**config.mk**
```make
export PLATFORM = sky130hd
export DESIGN_NAME = bcd_calendar_core
export DESIGN_NICKNAME = d
export VERILOG_FILES = /design/src/rtl/rtc_pkg.sv /design/src/rtl/rtc_time_chain.sv /design/src/rtl/rtc_date_chain.sv /design/src/rtl/bcd_calendar_core.sv
export SDC_FILE = /design/constraint.sdc
export NUM_CORES = 1
export LEC_CHECK = 0
export BUFFER_PORTS_ARGS = -buffer_cell sky130_fd_sc_hd__buf_2
export CAP_MARGIN = 40
export CELL_PAD_IN_SITES_DETAIL_PLACEMENT = 1
export CELL_PAD_IN_SITES_GLOBAL_PLACEMENT = 1
export CORE_MARGIN = 2
export CORE_UTILIZATION = 37
export DETAILED_ROUTE_END_ITERATION = 8
export PLACE_DENSITY = 0.71
export SLEW_MARGIN = 10
export SYNTH_ARGS = -nofsm -noshare
export SYNTH_HDL_FRONTEND = slang
export SYNTH_SLANG_ARGS = --single-unit
```
**constraint.sdc**
```tcl
create_clock -name clk -period 4 [get_ports clk]
set_input_delay 0.2 -clock clk [delete_from_list [all_inputs] [get_ports clk]]
set_output_delay 0.2 -clock clk [all_outputs]
set_load 0.01 [all_outputs]
```
**src/rtl/rtc_pkg.sv**
```systemverilog
package rtc_pkg;

  localparam int DOW_W = 3;

  typedef enum logic [3:0] {
    IX_SEC_U = 4'd0,  IX_SEC_T = 4'd1,  IX_MIN_U = 4'd2,  IX_MIN_T = 4'd3,
    IX_HR_U  = 4'd4,  IX_HR_T  = 4'd5,  IX_DOW   = 4'd6,  IX_DAY_U = 4'd7,
    IX_DAY_T = 4'd8,  IX_MON_U = 4'd9,  IX_MON_T = 4'd10, IX_YR_U  = 4'd11,
    IX_YR_T  = 4'd12
  } digit_ix_e;

  typedef struct packed {
    logic       m24;
    logic       pm;
    logic [1:0] tens;
    logic [3:0] units;
  } hour_t;

  typedef struct packed {
    logic  carry;
    hour_t h;
  } hour_res_t;

  // {wrap, next} for one BCD digit counting 0..last
  function automatic logic [4:0] digit_next(logic [3:0] d, logic [3:0] last);
    logic w;
    w = (d == last);
    return {w, w ? 4'd0 : d + 4'd1};
  endfunction

  // one hour step; carry marks the start of a new day
  function automatic hour_res_t hour_step(hour_t h);
    hour_res_t r;
    r.h     = h;
    r.carry = 1'b0;
    if (h.m24) begin
      r.h.pm = 1'b0;
      if (h.tens == 2'd2 && h.units == 4'd3) begin
        r.h.tens  = 2'd0;
        r.h.units = 4'd0;
        r.carry   = 1'b1;
      end else if (h.units == 4'd9) begin
        r.h.tens  = h.tens + 2'd1;
        r.h.units = 4'd0;
      end else begin
        r.h.units = h.units + 4'd1;
      end
    end else begin
      if (h.tens == 2'd1 && h.units == 4'd2) begin
        r.h.tens  = 2'd0;
        r.h.units = 4'd1;
      end else if (h.tens == 2'd1 && h.units == 4'd1) begin
        r.h.units = 4'd2;
        r.h.pm    = ~h.pm;
        r.carry   = h.pm;
      end else if (h.units == 4'd9) begin
        r.h.tens  = 2'd1;
        r.h.units = 4'd0;
      end else begin
        r.h.units = h.units + 4'd1;
      end
    end
    return r;
  endfunction

  // leap test: (year mod 4 + phase) mod 4 == 0, year mod 4 = (2*tens + units) mod 4
  function automatic logic year_is_leap(logic [3:0] yt, logic [3:0] yu, logic [1:0] phase);
    logic [4:0] s;
    s = {yt, 1'b0} + {1'b0, yu} + {3'b000, phase};
    return (s[1:0] == 2'd0);
  endfunction

  // last day of the month as BCD {tens, units}
  function automatic logic [5:0] month_last_day(logic mt, logic [3:0] mu,
                                                logic [3:0] yt, logic [3:0] yu,
                                                logic [1:0] phase);
    if (!mt && mu == 4'd2)
      return year_is_leap(yt, yu, phase) ? {2'd2, 4'd9} : {2'd2, 4'd8};
    else if ((!mt && (mu == 4'd4 || mu == 4'd6 || mu == 4'd9)) || (mt && mu == 4'd1))
      return {2'd3, 4'd0};
    else
      return {2'd3, 4'd1};
  endfunction

endpackage

```
**src/rtl/rtc_time_chain.sv**
```systemverilog
module rtc_time_chain
  import rtc_pkg::*;
#(
  parameter logic RST_MODE24 = 1'b1
) (
  input  logic       clk,
  input  logic       rst_n,
  input  logic       step,
  input  logic       wr_en,
  input  logic [3:0] wr_sel,
  input  logic [3:0] wr_data,
  output logic [3:0] sec_u,
  output logic [2:0] sec_t,
  output logic [3:0] min_u,
  output logic [2:0] min_t,
  output hour_t      hour,
  output logic       hr_step,
  output logic       day_step
);

  logic [4:0] su_n, st_n, mu_n, mt_n;
  logic       sec_wrap;
  hour_res_t  h_n;

  always_comb begin
    su_n     = digit_next(sec_u, 4'd9);
    st_n     = digit_next({1'b0, sec_t}, 4'd5);
    mu_n     = digit_next(min_u, 4'd9);
    mt_n     = digit_next({1'b0, min_t}, 4'd5);
    sec_wrap = step & su_n[4] & st_n[4];
    hr_step  = sec_wrap & mu_n[4] & mt_n[4];
    h_n      = hour_step(hour);
    day_step = hr_step & h_n.carry;
  end

  always_ff @(posedge clk or negedge rst_n) begin
    if (!rst_n) begin
      sec_u <= '0;
      sec_t <= '0;
      min_u <= '0;
      min_t <= '0;
      hour  <= '{m24: RST_MODE24, pm: 1'b0, tens: 2'd0, units: 4'd0};
    end else if (wr_en) begin
      case (wr_sel)
        IX_SEC_U: sec_u <= wr_data;
        IX_SEC_T: sec_t <= wr_data[2:0];
        IX_MIN_U: min_u <= wr_data;
        IX_MIN_T: min_t <= wr_data[2:0];
        IX_HR_U:  hour.units <= wr_data;
        IX_HR_T: begin
          hour.m24  <= wr_data[3];
          hour.pm   <= wr_data[2] & ~wr_data[3];
          hour.tens <= wr_data[1:0];
        end
        default: ;
      endcase
    end else begin
      if (step)             sec_u <= su_n[3:0];
      if (step & su_n[4])   sec_t <= st_n[2:0];
      if (sec_wrap)         min_u <= mu_n[3:0];
      if (sec_wrap & mu_n[4]) min_t <= mt_n[2:0];
      if (hr_step)          hour  <= h_n.h;
    end
  end

  p_sec_digits_r2: assert property (@(posedge clk) disable iff (!rst_n)
    sec_u <= 4'd9 && sec_t <= 3'd5 && min_u <= 4'd9 && min_t <= 3'd5);

  p_sec_wrap_r2: assert property (@(posedge clk) disable iff (!rst_n)
    sec_wrap |=> (sec_u == 4'd0 && sec_t == 3'd0));

  p_midnight_r3: assert property (@(posedge clk) disable iff (!rst_n)
    (day_step && hour.m24) |=> (hour.tens == 2'd0 && hour.units == 4'd0));

  p_noon_flip_r4: assert property (@(posedge clk) disable iff (!rst_n)
    (hr_step && !hour.m24 && hour.tens == 2'd1 && hour.units == 4'd1) |=> (hour.pm != $past(hour.pm)));

  p_pm_clear_r5: assert property (@(posedge clk) disable iff (!rst_n)
    hour.m24 |-> !hour.pm);

endmodule

```
**src/rtl/rtc_date_chain.sv**
```systemverilog
module rtc_date_chain
  import rtc_pkg::*;
#(
  parameter int WEEK_LEN = 7
) (
  input  logic             clk,
  input  logic             rst_n,
  input  logic             day_step,
  input  logic             wr_en,
  input  logic [3:0]       wr_sel,
  input  logic [3:0]       wr_data,
  output logic [DOW_W-1:0] dow,
  output logic [3:0]       day_u,
  output logic [1:0]       day_t,
  output logic [1:0]       leap_sel,
  output logic [3:0]       mon_u,
  output logic             mon_t,
  output logic [3:0]       yr_u,
  output logic [3:0]       yr_t
);

  localparam logic [DOW_W-1:0] DOW_LAST = DOW_W'(WEEK_LEN - 1);

  logic [5:0] last_day;
  logic       day_end, mon_end, mon_step, year_step;
  logic [4:0] yu_n, yt_n;

  always_comb begin
    last_day  = month_last_day(mon_t, mon_u, yr_t, yr_u, leap_sel);
    day_end   = ({day_t, day_u} == last_day);
    mon_end   = mon_t && (mon_u == 4'd2);
    mon_step  = day_step & day_end;
    year_step = mon_step & mon_end;
    yu_n      = digit_next(yr_u, 4'd9);
    yt_n      = digit_next(yr_t, 4'd9);
  end

  always_ff @(posedge clk or negedge rst_n) begin
    if (!rst_n) begin
      dow      <= '0;
      day_u    <= 4'd1;
      day_t    <= 2'd0;
      leap_sel <= 2'd0;
      mon_u    <= 4'd1;
      mon_t    <= 1'b0;
      yr_u     <= 4'd0;
      yr_t     <= 4'd0;
    end else if (wr_en) begin
      case (wr_sel)
        IX_DOW:   dow <= wr_data[DOW_W-1:0];
        IX_DAY_U: day_u <= wr_data;
        IX_DAY_T: begin
          leap_sel <= wr_data[3:2];
          day_t    <= wr_data[1:0];
        end
        IX_MON_U: mon_u <= wr_data;
        IX_MON_T: mon_t <= wr_data[0];
        IX_YR_U:  yr_u  <= wr_data;
        IX_YR_T:  yr_t  <= wr_data;
        default: ;
      endcase
    end else begin
      if (day_step) begin
        dow <= (dow == DOW_LAST) ? '0 : dow + 1'b1;
        if (day_end) begin
          day_t <= 2'd0;
          day_u <= 4'd1;
        end else if (day_u == 4'd9) begin
          day_t <= day_t + 2'd1;
          day_u <= 4'd0;
        end else begin
          day_u <= day_u + 4'd1;
        end
      end
      if (mon_step) begin
        if (mon_end) begin
          mon_t <= 1'b0;
          mon_u <= 4'd1;
        end else if (mon_u == 4'd9) begin
          mon_t <= 1'b1;
          mon_u <= 4'd0;
        end else begin
          mon_u <= mon_u + 4'd1;
        end
      end
      if (year_step) begin
        yr_u <= yu_n[3:0];
        if (yu_n[4]) yr_t <= yt_n[3:0];
      end
    end
  end

  p_dow_range_r9: assert property (@(posedge clk) disable iff (!rst_n)
    dow <= DOW_LAST);

  p_dow_moves_r9: assert property (@(posedge clk) disable iff (!rst_n)
    (day_step && !wr_en) |=> (dow != $past(dow)));

  p_month_first_r6: assert property (@(posedge clk) disable iff (!rst_n)
    (mon_step && !wr_en) |=> (day_t == 2'd0 && day_u == 4'd1));

  p_phase_kept_r7: assert property (@(posedge clk) disable iff (!rst_n)
    (day_step && !wr_en) |=> $stable(leap_sel));

  p_year_wrap_r8: assert property (@(posedge clk) disable iff (!rst_n)
    (year_step && !wr_en && yr_t == 4'd9 && yr_u == 4'd9) |=> (yr_t == 4'd0 && yr_u == 4'd0));

  p_newyear_r8: assert property (@(posedge clk) disable iff (!rst_n)
    (year_step && !wr_en) |=> (mon_t == 1'b0 && mon_u == 4'd1));

endmodule

```
**src/rtl/bcd_calendar_core.sv**
```systemverilog
module bcd_calendar_core
  import rtc_pkg::*;
#(
  parameter logic RST_MODE24 = 1'b1,
  parameter int   WEEK_LEN   = 7
) (
  input  logic       clk,
  input  logic       rst_n,
  input  logic       tick_1hz,
  input  logic       hold,
  input  logic       clr,
  input  logic       wr_en,
  input  logic [3:0] wr_sel,
  input  logic [3:0] wr_data,
  output logic [3:0] sec_u,
  output logic [2:0] sec_t,
  output logic [3:0] min_u,
  output logic [2:0] min_t,
  output logic [3:0] hr_u,
  output logic [1:0] hr_t,
  output logic       mode24,
  output logic       pm,
  output logic [2:0] dow,
  output logic [3:0] day_u,
  output logic [1:0] day_t,
  output logic [1:0] leap_sel,
  output logic [3:0] mon_u,
  output logic       mon_t,
  output logic [3:0] yr_u,
  output logic [3:0] yr_t
);

  logic  advance;
  logic  hr_step;
  logic  day_step;
  hour_t hour;
  logic [45:0] all_digits;

  // write beats clear, clear beats hold, hold beats tick
  assign advance = tick_1hz & ~hold & ~clr & ~wr_en;

  rtc_time_chain #(.RST_MODE24(RST_MODE24)) u_time (
    .clk      (clk),
    .rst_n    (rst_n),
    .step     (advance),
    .wr_en    (wr_en),
    .wr_sel   (wr_sel),
    .wr_data  (wr_data),
    .sec_u    (sec_u),
    .sec_t    (sec_t),
    .min_u    (min_u),
    .min_t    (min_t),
    .hour     (hour),
    .hr_step  (hr_step),
    .day_step (day_step)
  );

  rtc_date_chain #(.WEEK_LEN(WEEK_LEN)) u_date (
    .clk      (clk),
    .rst_n    (rst_n),
    .day_step (day_step),
    .wr_en    (wr_en),
    .wr_sel   (wr_sel),
    .wr_data  (wr_data),
    .dow      (dow),
    .day_u    (day_u),
    .day_t    (day_t),
    .leap_sel (leap_sel),
    .mon_u    (mon_u),
    .mon_t    (mon_t),
    .yr_u     (yr_u),
    .yr_t     (yr_t)
  );

  assign hr_u   = hour.units;
  assign hr_t   = hour.tens;
  assign mode24 = hour.m24;
  assign pm     = hour.pm;

  assign all_digits = {sec_u, sec_t, min_u, min_t, hr_u, hr_t, mode24, pm, dow,
                       day_u, day_t, leap_sel, mon_u, mon_t, yr_u, yr_t};

  p_hold_freeze_r10: assert property (@(posedge clk) disable iff (!rst_n)
    (hold && !wr_en) |=> $stable(all_digits));

  p_clear_drop_r11: assert property (@(posedge clk) disable iff (!rst_n)
    (clr && !wr_en) |=> $stable(all_digits));

  p_write_wins_r13: assert property (@(posedge clk) disable iff (!rst_n)
    (wr_en && wr_sel == IX_SEC_U) |=> (sec_u == $past(wr_data)));

  p_bad_index_r12: assert property (@(posedge clk) disable iff (!rst_n)
    (wr_en && wr_sel > IX_YR_T) |=> $stable(all_digits));

endmodule

```
==> results of run 1 <==
## logic make-up (layout without fill, tap and decap cells)
| kind of cell | after synthesis | after routing | share of synthesized area (%) |
|---|---|---|---|
| xor gates and xnor gates | 4 | 4 | 1.083 |
| AOI/OAI and AO/OA | 119 | 119 | 26.27 |
| DFF | 46 | 46 | 35.71 |
| buffers and inverters | 33 | 89 | 4.372 |
| muxes | 18 | 18 | 6.074 |
| adders and majority gates | 3 | 3 | 1.161 |
| and+or+nand+nor | 152 | 152 | 25.34 |
## sequential cells by signal, summed over array words and instances (netlist names)
signal and count:
u_time.hour 8, u_date.day_u 4, u_date.mon_u 4, u_date.yr_t 4, u_date.yr_u 4, u_time.min_u 4
u_time.sec_u 4, u_date.dow 3, u_time.min_t 3, u_time.sec_t 3, u_date.day_t 2, u_date.leap_sel 2
u_date.mon_t 1
## worst max-delay path by stage
stage / from / endpoint / slack, ns / cells past startpoint
5_1_grt: u_date.yr_u[0] / u_date.mon_u[3] / 1.32 / 8
6_report: u_date.yr_u[0] / u_date.mon_u[3] / 1.47 / 8
3_3_place_gp: wr_en / u_date.mon_u[3] / 1.48 / 7
4_1_cts: u_date.yr_u[0] / u_date.mon_u[3] / 1.48 / 8
2_1_floorplan: u_date.yr_u[0] / u_date.mon_u[3] / 1.63 / 9
3_5_place_dp: wr_en / u_time.hour[5] / 1.40 / 8
## per-layer routing
layer / global-route usage (%) / wire (um) / vias up / part of all wire [%]
li1: - / - / 1500 / -
met1: 29.08 / 4655 / 1555 / 48
met2: 34.06 / 4655 / 47 / 48
met3: 3.094 / 289 / 10 / 3.0
met4: 4.487 / 116 / 0 / 1.2
met5: 0 / 0 / - / 0
## metrics by stage
step / util, % / hold slack [ns]
6_report: 43.75 / -0.02377
5_1_grt: 43.75 / 0.05555
4_1_cts: 43.75 / 0.02072
3_5_place_dp: 42.09 / 0.3584
3_3_place_gp: 42.09 / 0.3524
2_1_floorplan: - / -0.09559
## cell type report
class | instances | area, sq um
multi-input combinational | 296 | 1938
clock inverter | 2 | 60.06
inverter | 19 | 71.32
sequential | 46 | 1155
timing repair buffer | 62 | 317.8
clock buffer | 6 | 82.58
tap | 108 | 135.1
fill | 1085 | 4833
## cells in the final DEF, fill, tap and decap left out, drive strengths merged, types with 10 or more instances in the layout
cell    netlist  routed
buf           4      62
nand2        48      48
dfrtp        43      43
o21ai        35      35
nor2         29      29
a21oi        22      22
inv          19      19
mux2         13      13
nand2b       10      10
## where the power goes
part           switching, mW  leakage, nW  total (mW)  internal [mW]
Clock                  0.175       0.0714       0.442          0.267
Combinational          0.368         1.01       0.674          0.307
Sequential             0.199        0.506       0.785          0.586
==> out/summary.txt, run 1 <==
Post-Syn Area - 3234 sq um
CP startpoint kind - flip-flop
status - finished with violations
Layout Cells excl Fill - 539
Syn Inst Count - 375
CP Class - flip-flop to flip-flop
Avg WL per Cell - 18.03 um
Pwr per Cell Area - 505.8 nW/um^2
vias in the first global route - 3,129
cell taking the most area after synthesis - dfrtp_1
share of the synthesized area in the top cell type - 33.27%
Max Freq - 395.2 MHz
Avg Cell Area, Syn - 8.625 sq um
flop2flop setup slack - 1.47 ns
syn nets - 392
Worst EP required - 4.19 ns
initial antenna violation count - 0
final wirelength - 9716 um
top cell family by delay on the critical path - compound AO/OA/AOI/OAI gates
Seq cells post-synth - 46
Hold WC Path Type - input pin to asynchronous set/reset pin
drt via density - 5.774
Place WS - 1.399 ns
chip width - 97.50 um
CTS tree - done
Setup Skew - 0.009577 ns
Slew Viols, Final - 0
Clk Latency, worst-skew pair - 0.31 ns
Rows - 34
final-report hold violation count - 20
crit-path max FO - 10
Ys Warns - 0
H-tree depth - 2
Initial Util - 37.64%
DRT iter0 DRCs - 71
minimum hold slack - -0.02377 ns
RSZ-0062 raised after global routing - no
largest net degree at the start of global routing - 47
reg2reg end - u_date.mon_u[3]
max cap viols - 0
PortBufs - 59
Reg clk slew, reported paths - 0.10 ns
clk sink count - 46
PostCTS Resize Cnt - 0
y dimension of the die - 97.50 um
CP max stage cell - dfrtp_1
crit end category - flip-flop
CP Buf/Inv Count - 0
global-route wire length before repair - 16,150 um
I/O pins - 60
fin crit share - 63.26%
Pre-antenna DRT Iters - 4
R2R Path Start - u_date.yr_u[0]
P_leak - 1.588 nW
crit-path cells - ha_1 > o21ba_2 > and4_1 > a221oi_2 > nand2_2 > and2_1 > a21oi_2 > mux2_1
Post-CTS Setup Inserts - 0
top cells by count, synth - nand2_1, dfrtp_1, o21ai_0
Tmin final - 2.530 ns
DRC - 0
sequential area share after synthesis - 35.71%
GRT Util Overall - 20.74%
EDFF count, synth - 0
post-route ant nets - 0
Slew @ Worst Pin - 0.7524 ns
die area - 9505 sq um
Unique masters post-synth - 71
Core Area - 8593 sq um
Vias - 3,112
# diodes - 0
HPWL after DPL - 7104 um
Setup TNS - 0 ns
placed inst area - 3617 sq um
Post-synth ARST share - 100.0%
RePlAce Congestion - 0.8538
most instantiated library cell after synthesis - nand2_1
post-route setup slack - 1.470 ns
final instance area - 3760 sq um
share of post-route cells with drive strength above 1 - 24.59%
clock root buffer - clkbuf_8
violated checks - hold timing
slew margin rel. - 49.60%
ys flop type - dfrtp_1
Power Total - 1.902 mW
Post-CTS Hold Buffers - 0
count of final setup violators - 0
reg2reg path depth - 8
Max Root-Sink Buffers - 2
CTS buffer count - 5
maximum vdd drop - 0.2343 mV
largest cells by area after synthesis - dfrtp_1, nand2_1, o21ai_0, nor2_1, mux2_2
synth-to-layout area growth - 16.25%
Cell Count Post-Placement - 531
crit-path max cell delay - 0.48 ns
grt ovf - 0
Worst EP arrival - 2.72 ns
NumNets Final - 447
Note: power is estimated with default switching activity, not from simulation.
==> run 2, diff against run 1 <==
Clock period 4 ns to 2.5 ns, I/O delays scaled along.
==> run 2 against run 1 <==
The flow now finishes without violations; global-route usage is 1.1 points higher; power is 54% higher; combinational power is 84% higher; clock skew is 0.0012 ns lower; core utilization is 1.5 points higher; critical endpoint unchanged; largest cell class unchanged; largest power group is now combinational logic.
==> out/summary.txt, run 2 (synthesized netlist as in run 1, its figures left out) <==
Worst EP required - 2.70 ns (-1.49 ns)
sequential share of power - 40.7% (-0.6 points)
Post-CTS Setup Inserts - 0 (unchanged)
Max Root-Sink Buffers - 2 (unchanged)
CP Buf/Inv Count - 0 (unchanged)
reg2reg path depth - 6 (-2)
Reg clk slew, reported paths - 0.10 ns (about the same)
Worst EP arrival - 2.55 ns (-0.17 ns)
Seq. cell area - 1155 sq um (unchanged)
min-delay src - wr_data[1]
crit-path max cell delay - 0.52 ns (+0.04 ns)
CP Class - flip-flop to flip-flop
CTS buffer count - 5 (unchanged)
count of final setup violators - 0 (unchanged)
most frequent cells in the layout - buf_2, nand2_1, dfrtp_1
final wirelength - 10,110 um (+4.1%)
cell-internal power - 1.727 mW (+49%)
Initial Util - 37.64% (unchanged)
Place WS - 0.05885 ns (-1.341 ns)
CP startpoint kind - flip-flop
clk sink count - 46 (unchanged)
maximum vdd drop - 0.2794 mV (+19%)
Setup Skew - 0.008357 ns (-0.001220 ns)
Core Area - 8593 sq um (unchanged)
Power Total - 2.935 mW (+54%)
area taken by multi-input logic gates - 1952 sq um (+0.71%)
Tmin final - 2.356 ns (-0.1739 ns)
crit-path max FO - 6 (-4)
CP max stage cell - or4_4
Comb pwr share - 42.1% (+6.6 points)
reg2reg end - u_date.mon_u[3]
share of post-route cells with drive strength above 1 - 28.32% (+3.7 points)
largest reg by FF count - u_time.hour
max cap viols - 0 (unchanged)
largest net degree at the start of global routing - 56 (+19%)
global-route wire length before repair - 16,800 um (+4.1%)
NumNets Final - 468 (+4.7%)
Clk Latency, worst-skew pair - 0.31 ns (about the same)
Hold WC Path Type - input pin to flip-flop
flop2flop setup slack - 0.14 ns (-1.33 ns)
Slew Viols, Final - 0 (unchanged)
slew margin rel. - 57.45% (+7.8 points)
final-report hold violation count - 0 (-100%)
P_leak - 1.669 nW (+5.2%)
RSZ-0062 raised after global routing - no
placed inst area - 3767 sq um (+4.2%)
top cell family by delay on the critical path - simple AND/OR/NAND/NOR gates
final instance area - 3886 sq um (+3.4%)
vias in the first global route - 3,220 (+2.9%)
fin crit share - 94.25% (+31 points)
chip width - 97.50 um (unchanged)
I/O pins - 60 (unchanged)
post-route ant nets - 0 (unchanged)
CTS tree - done
# diodes - 0 (unchanged)
Switching Share - 41.16% (+2.1 points)
clock root buffer - clkbuf_8
Avg WL per Cell - 18.06 um (+0.16%)
y dimension of the die - 97.50 um (unchanged)
DRT iter0 DRCs - 134 (+89%)
Vias - 3,186 (+2.4%)
Fillers - 1,093 (+0.74%)
synth-to-layout area growth - 20.15%
crit end category - flip-flop
initial antenna violation count - 0 (unchanged)
Max Freq - 424.4 MHz (+7.4%)
drt via density - 5.689 (-1.5%)
R2R Path Start - u_time.sec_u[3]
HPWL after DPL - 7606 um (+7.1%)
commonest non-fill, non-tap cell in the layout - buf_2
grt ovf - 0 (unchanged)
minimum hold slack - 0.1471 ns (+0.1708 ns)
crit-path cells - and4bb_2 > nand4_1 > or4_4 > a211oi_2 > a21oi_2 > mux2_1
Setup TNS - 0 ns (unchanged)
Pwr per Cell Area - 755.3 nW/um^2 (+49%)
Slew @ Worst Pin - 0.6300 ns (-0.1224 ns)
die area - 9505 sq um (unchanged)
DRC - 0 (unchanged)
max reg flops - 8 (unchanged)
post-route setup slack - 0.1437 ns (-1.326 ns)
worst hold endpoint - u_time.hour[5]
Clock power frac - 17.2% (-6.0 points)
status - finished clean
Switching Power - 1.208 mW (+63%)
Rows - 34 (unchanged)
RePlAce Congestion - 0.8489 (-0.57%)
PortBufs - 59 (unchanged)
Pre-antenna DRT Iters - 4 (unchanged)
GRT Util Overall - 21.84% (+1.1 points)
Hold Crit Depth - 3
H-tree depth - 2 (unchanged)
-- run 2: cell count changes in the layout (fill, tap and decap cells not counted), sizes merged --
cell / change
buf: +20
bufinv: -2
clkinv: +1
clkinvlp: +1
dlygate4sd3: +1
-- run 2: stage by stage --
| stage | util [%] | instances |
|---|---|---|
| after floorplan | - | 375 |
| after global placement | 43.84 | 551 |
| after detailed placement | 43.84 | 551 |
| after CTS | 45.06 | 560 |
| after global routing | 45.22 | 560 |
| final | 45.22 | 560 |
-- run 2: worst reg2reg max path: cells and delay by family, from the launching register on --
kind | cells | cell delay, ns
AO/OA/AOI/OAI | 2 | 0.45
flip-flops | 1 | 0.44
multiplexers | 1 | 0.33
AND/OR/NAND/NOR | 3 | 1.01
-- run 2: worst max-delay path by stage --
stage	cells past startpoint	from	slack [ns]	endpoint
after floorplan	9	u_date.yr_u[0]	0.13	u_date.mon_u[3]
after global placement	7	u_time.min_t[1]	0.14	u_date.yr_t[0]
after detailed placement	7	u_time.min_t[1]	0.06	u_date.yr_t[3]
after CTS	7	u_time.min_t[1]	0.05	u_date.yr_t[3]
after global routing	6	u_time.sec_u[3]	0.006	u_date.mon_u[3]
final	6	u_time.sec_u[3]	0.14	u_date.mon_u[3]
-- run 2: cell type report --
type | instances | area share [%]
timing repair buffer | 83 | 12.30
inverter | 19 | 1.835
clock inverter | 2 | 0.3220
multi-input combinational | 296 | 50.23
sequential | 46 | 29.72
clock buffer | 6 | 2.125
tap | 108 | 3.477
-- run 2: what timing repair did --
item                       in CTS  in global routing
resized for setup               0                  3
hold endpoints to repair       15                  0
setup endpoints to repair       0                  5
hold buffers                    1                  0
-- run 2: routing by layer --
metal  part of all wire [%]  vias to the layer above  track usage, %  wire (um)
met5                      0                        -               0          0
met4                    2.1                        0           6.731        212
met3                    3.9                       19           3.813        390
met2                     45                       58           34.27       4556
met1                     49                     1564           30.78       4952
li1                       -                     1545               -          -
-- run 2: power by group through the flow --
stage / clock [mW] / combinational (mW) / sequential [mW]
after floorplan: 0 / 0.676 / 1.26
after global placement: 0 / 1.20 / 1.19
after detailed placement: 0 / 1.24 / 1.21
after CTS: 0.516 / 1.24 / 1.19
after global routing: 0.551 / 1.37 / 1.24
final: 0.505 / 1.24 / 1.20
==> run 3, diff against run 2 <==
==> constraint.sdc (replaced) <==
create_clock -name clk -period 2.5 [get_ports clk]
set_input_delay 0 -clock clk [delete_from_list [all_inputs] [get_ports clk]]
set_output_delay 0 -clock clk [all_outputs]
set_load 0.01 [all_outputs]
==> run 3 against run 2 <==
Sequential share of layout area hardly changed; count of clock-buffer cells in the layout up 2; cell count fell by 0.54%; via count increased by 1.0%; worst setup slack worse by 0.033 ns; power is 1.8% higher; critical path type unchanged.
==> out/summary.txt, run 3 (synthesized netlist as in run 1, its figures left out) <==
RSZ-0062 raised after global routing - no
Critical Path Source - u_time.min_u[1]
DRC - 0 (unchanged)
Slew @ Worst Pin - 0.6063 ns (-0.02371 ns)
RePlAce Congestion - 0.7935 (-6.5%)
drt via density - 5.779 (+1.6%)
Initial Util - 37.64% (unchanged)
DRT iter0 DRCs - 67 (-50%)
Comb pwr share - 41.1% (-1.0 points)
minimum hold slack - 0.01631 ns (-0.1308 ns)
Reg clk slew, reported paths - 0.09 ns (about the same)
HPWL after DPL - 7577 um (-0.39%)
largest net degree at the start of global routing - 34 (-39%)
Worst EP arrival - 2.59 ns (+0.04 ns)
status - finished clean
CP max stage cell - or4_4
Fillers - 1,061 (-2.9%)
met2 WL - 4845 um (+6.3%)
CP Class - flip-flop to flip-flop
initial antenna violation count - 0 (unchanged)
share of post-route cells with drive strength above 1 - 28.51% (+0.19 points)
Clk Latency, worst-skew pair - 0.31 ns (about the same)
max reg flops - 8 (unchanged)
Power Total - 2.987 mW (+1.8%)
# diodes - 0 (unchanged)
most frequent cells in the layout - buf_2, nand2_1, dfrtp_1
fin crit share - 95.56% (+1.3 points)
crit end category - flip-flop
CTS tree - done
H-tree depth - 2 (unchanged)
global-route wire length before repair - 16,830 um (+0.17%)
WL met3 - 345 um (-12%)
Slew Viols, Final - 0 (unchanged)
largest reg by FF count - u_time.hour
Cell Count Post-Placement - 548 (-0.54%)
final-report hold violation count - 0 (unchanged)
slew margin rel. - 59.43% (+2.0 points)
flop2flop setup slack - 0.11 ns (-0.03 ns)
min-delay src - wr_data[1]
commonest non-fill, non-tap cell in the layout - buf_2
Core Util, Final - 45.36% (+0.13 points)
count of final setup violators - 0 (unchanged)
clk sink count - 46 (unchanged)
crit-path cells - nand2b_1 > or4_4 > a211o_4 > nor3_2 > nand2_2 > nand2_2 > mux2_1
maximum vdd drop - 0.3181 mV (+14%)
top routing layer in use - met4
Tmin final - 2.389 ns (+0.03256 ns)
cell-internal power - 1.781 mW (+3.1%)
clock root buffer - clkbuf_8
Setup TNS - 0 ns (unchanged)
Top cell by count, worst path - nand2_2
Pre-antenna DRT Iters - 6 (+2)
vias in the first global route - 3,216 (-0.12%)
R2R Path Start - u_time.min_u[1]
post-route ant nets - 0 (unchanged)
Avg WL per Cell - 18.11 um (+0.31%)
Vias - 3,219 (+1.0%)
die area - 9505 sq um (unchanged)
CTS buffer count - 5 (unchanged)
final wirelength - 10,090 um (-0.23%)
Core Area - 8593 sq um (unchanged)
Post-Route M1 WL - 4811 um (-2.8%)
Switching Share - 40.38% (-0.78 points)
grt ovf - 0 (unchanged)
max cap viols - 0 (unchanged)
Worst EP required - 2.70 ns (about the same)
Switching Power - 1.206 mW (-0.15%)
y dimension of the die - 97.50 um (unchanged)
P_leak - 1.673 nW (+0.23%)
Clock power frac - 18.5% (+1.3 points)
sequential share of power - 40.4% (-0.3 points)
Setup Skew - 0.009040 ns (+0.0006834 ns)
Max Root-Sink Buffers - 2 (unchanged)
crit-path max FO - 7 (+1)
crit-path max cell delay - 0.50 ns (-0.02 ns)
NumNets Final - 465 (-0.64%)
Max Freq - 418.6 MHz (-1.4%)
Layout Cells excl Fill - 557 (-0.54%)
synth-to-layout area growth - 20.50%
Post-CTS Setup Inserts - 0 (unchanged)
Pwr per Cell Area - 766.5 nW/um^2 (+1.5%)
I/O pins - 60 (unchanged)
chip width - 97.50 um (unchanged)
CP startpoint kind - flip-flop
GRT Util Overall - 21.44% (-0.39 points)
Hold WC Path Type - input pin to flip-flop
Rows - 34 (unchanged)
PortBufs - 59 (unchanged)
[run 3: power groups by stage]
stage / clock network, mW / registers (mW) / logic [mW]
floorplan: 0 / 1.26 / 0.676
global placement: 0 / 1.20 / 1.19
detailed placement: 0 / 1.21 / 1.23
CTS: 0.563 / 1.20 / 1.24
global route: 0.587 / 1.25 / 1.36
finish: 0.553 / 1.21 / 1.23
[run 3: path summary, 6_finish.rpt]
kind                       depth (start not counted)                 end
max reg2reg                                        7      u_date.yr_t[0]
max                                                7      u_date.yr_t[0]
min                                                3      u_time.hour[5]
min reg2reg                                        1  u_date.leap_sel[0]
min in group asynchronous                          2      u_time.hour[3]
max in group asynchronous                          3     u_time.min_u[0]
[run 3: worst max-delay path, delay by kind of cell (launching register included)]
| kind | cells | cell delay [ns] |
|---|---|---|
| flip-flops | 1 | 0.45 |
| multiplexers | 1 | 0.33 |
| AND/OR/NAND/NOR | 5 | 1.12 |
| AO/OA/AOI/OAI | 1 | 0.38 |
[run 3: per-stage QoR]
step | setup WS (ns) | instance area, sq um
after floorplan | 0.1339 | 3234
after global placement | 0.1537 | 3745
after detailed placement | 0.06558 | 3745
after CTS | 0.05817 | 3865
after global routing | 0.006481 | 3897
final | 0.1111 | 3897
[run 3: routing by layer]
metal | up-vias | track usage [%]
li1 | 1540 | -
met1 | 1620 | 29.06
met2 | 50 | 36.50
met3 | 9 | 3.597
met4 | 0 | 3.846
met5 | - | 0
[run 3: repair_timing]
action                                 in CTS  in global routing
gates resized for setup                     0                  7
setup endpoints to repair                   0                  7
endpoints found under the hold margin      19                  0
hold buffers                                1                  0
[run 3: cell type report]
type / instances / area, sq um / share of cell area (%)
well taps: 108 / 135.1 / 3.467
flip-flops and latches: 46 / 1157 / 29.70
multi-input cells: 296 / 1968 / 50.50
inverters: 19 / 71.32 / 1.830
repair buffers: 80 / 455.4 / 11.69
clock buffers: 8 / 110.1 / 2.825
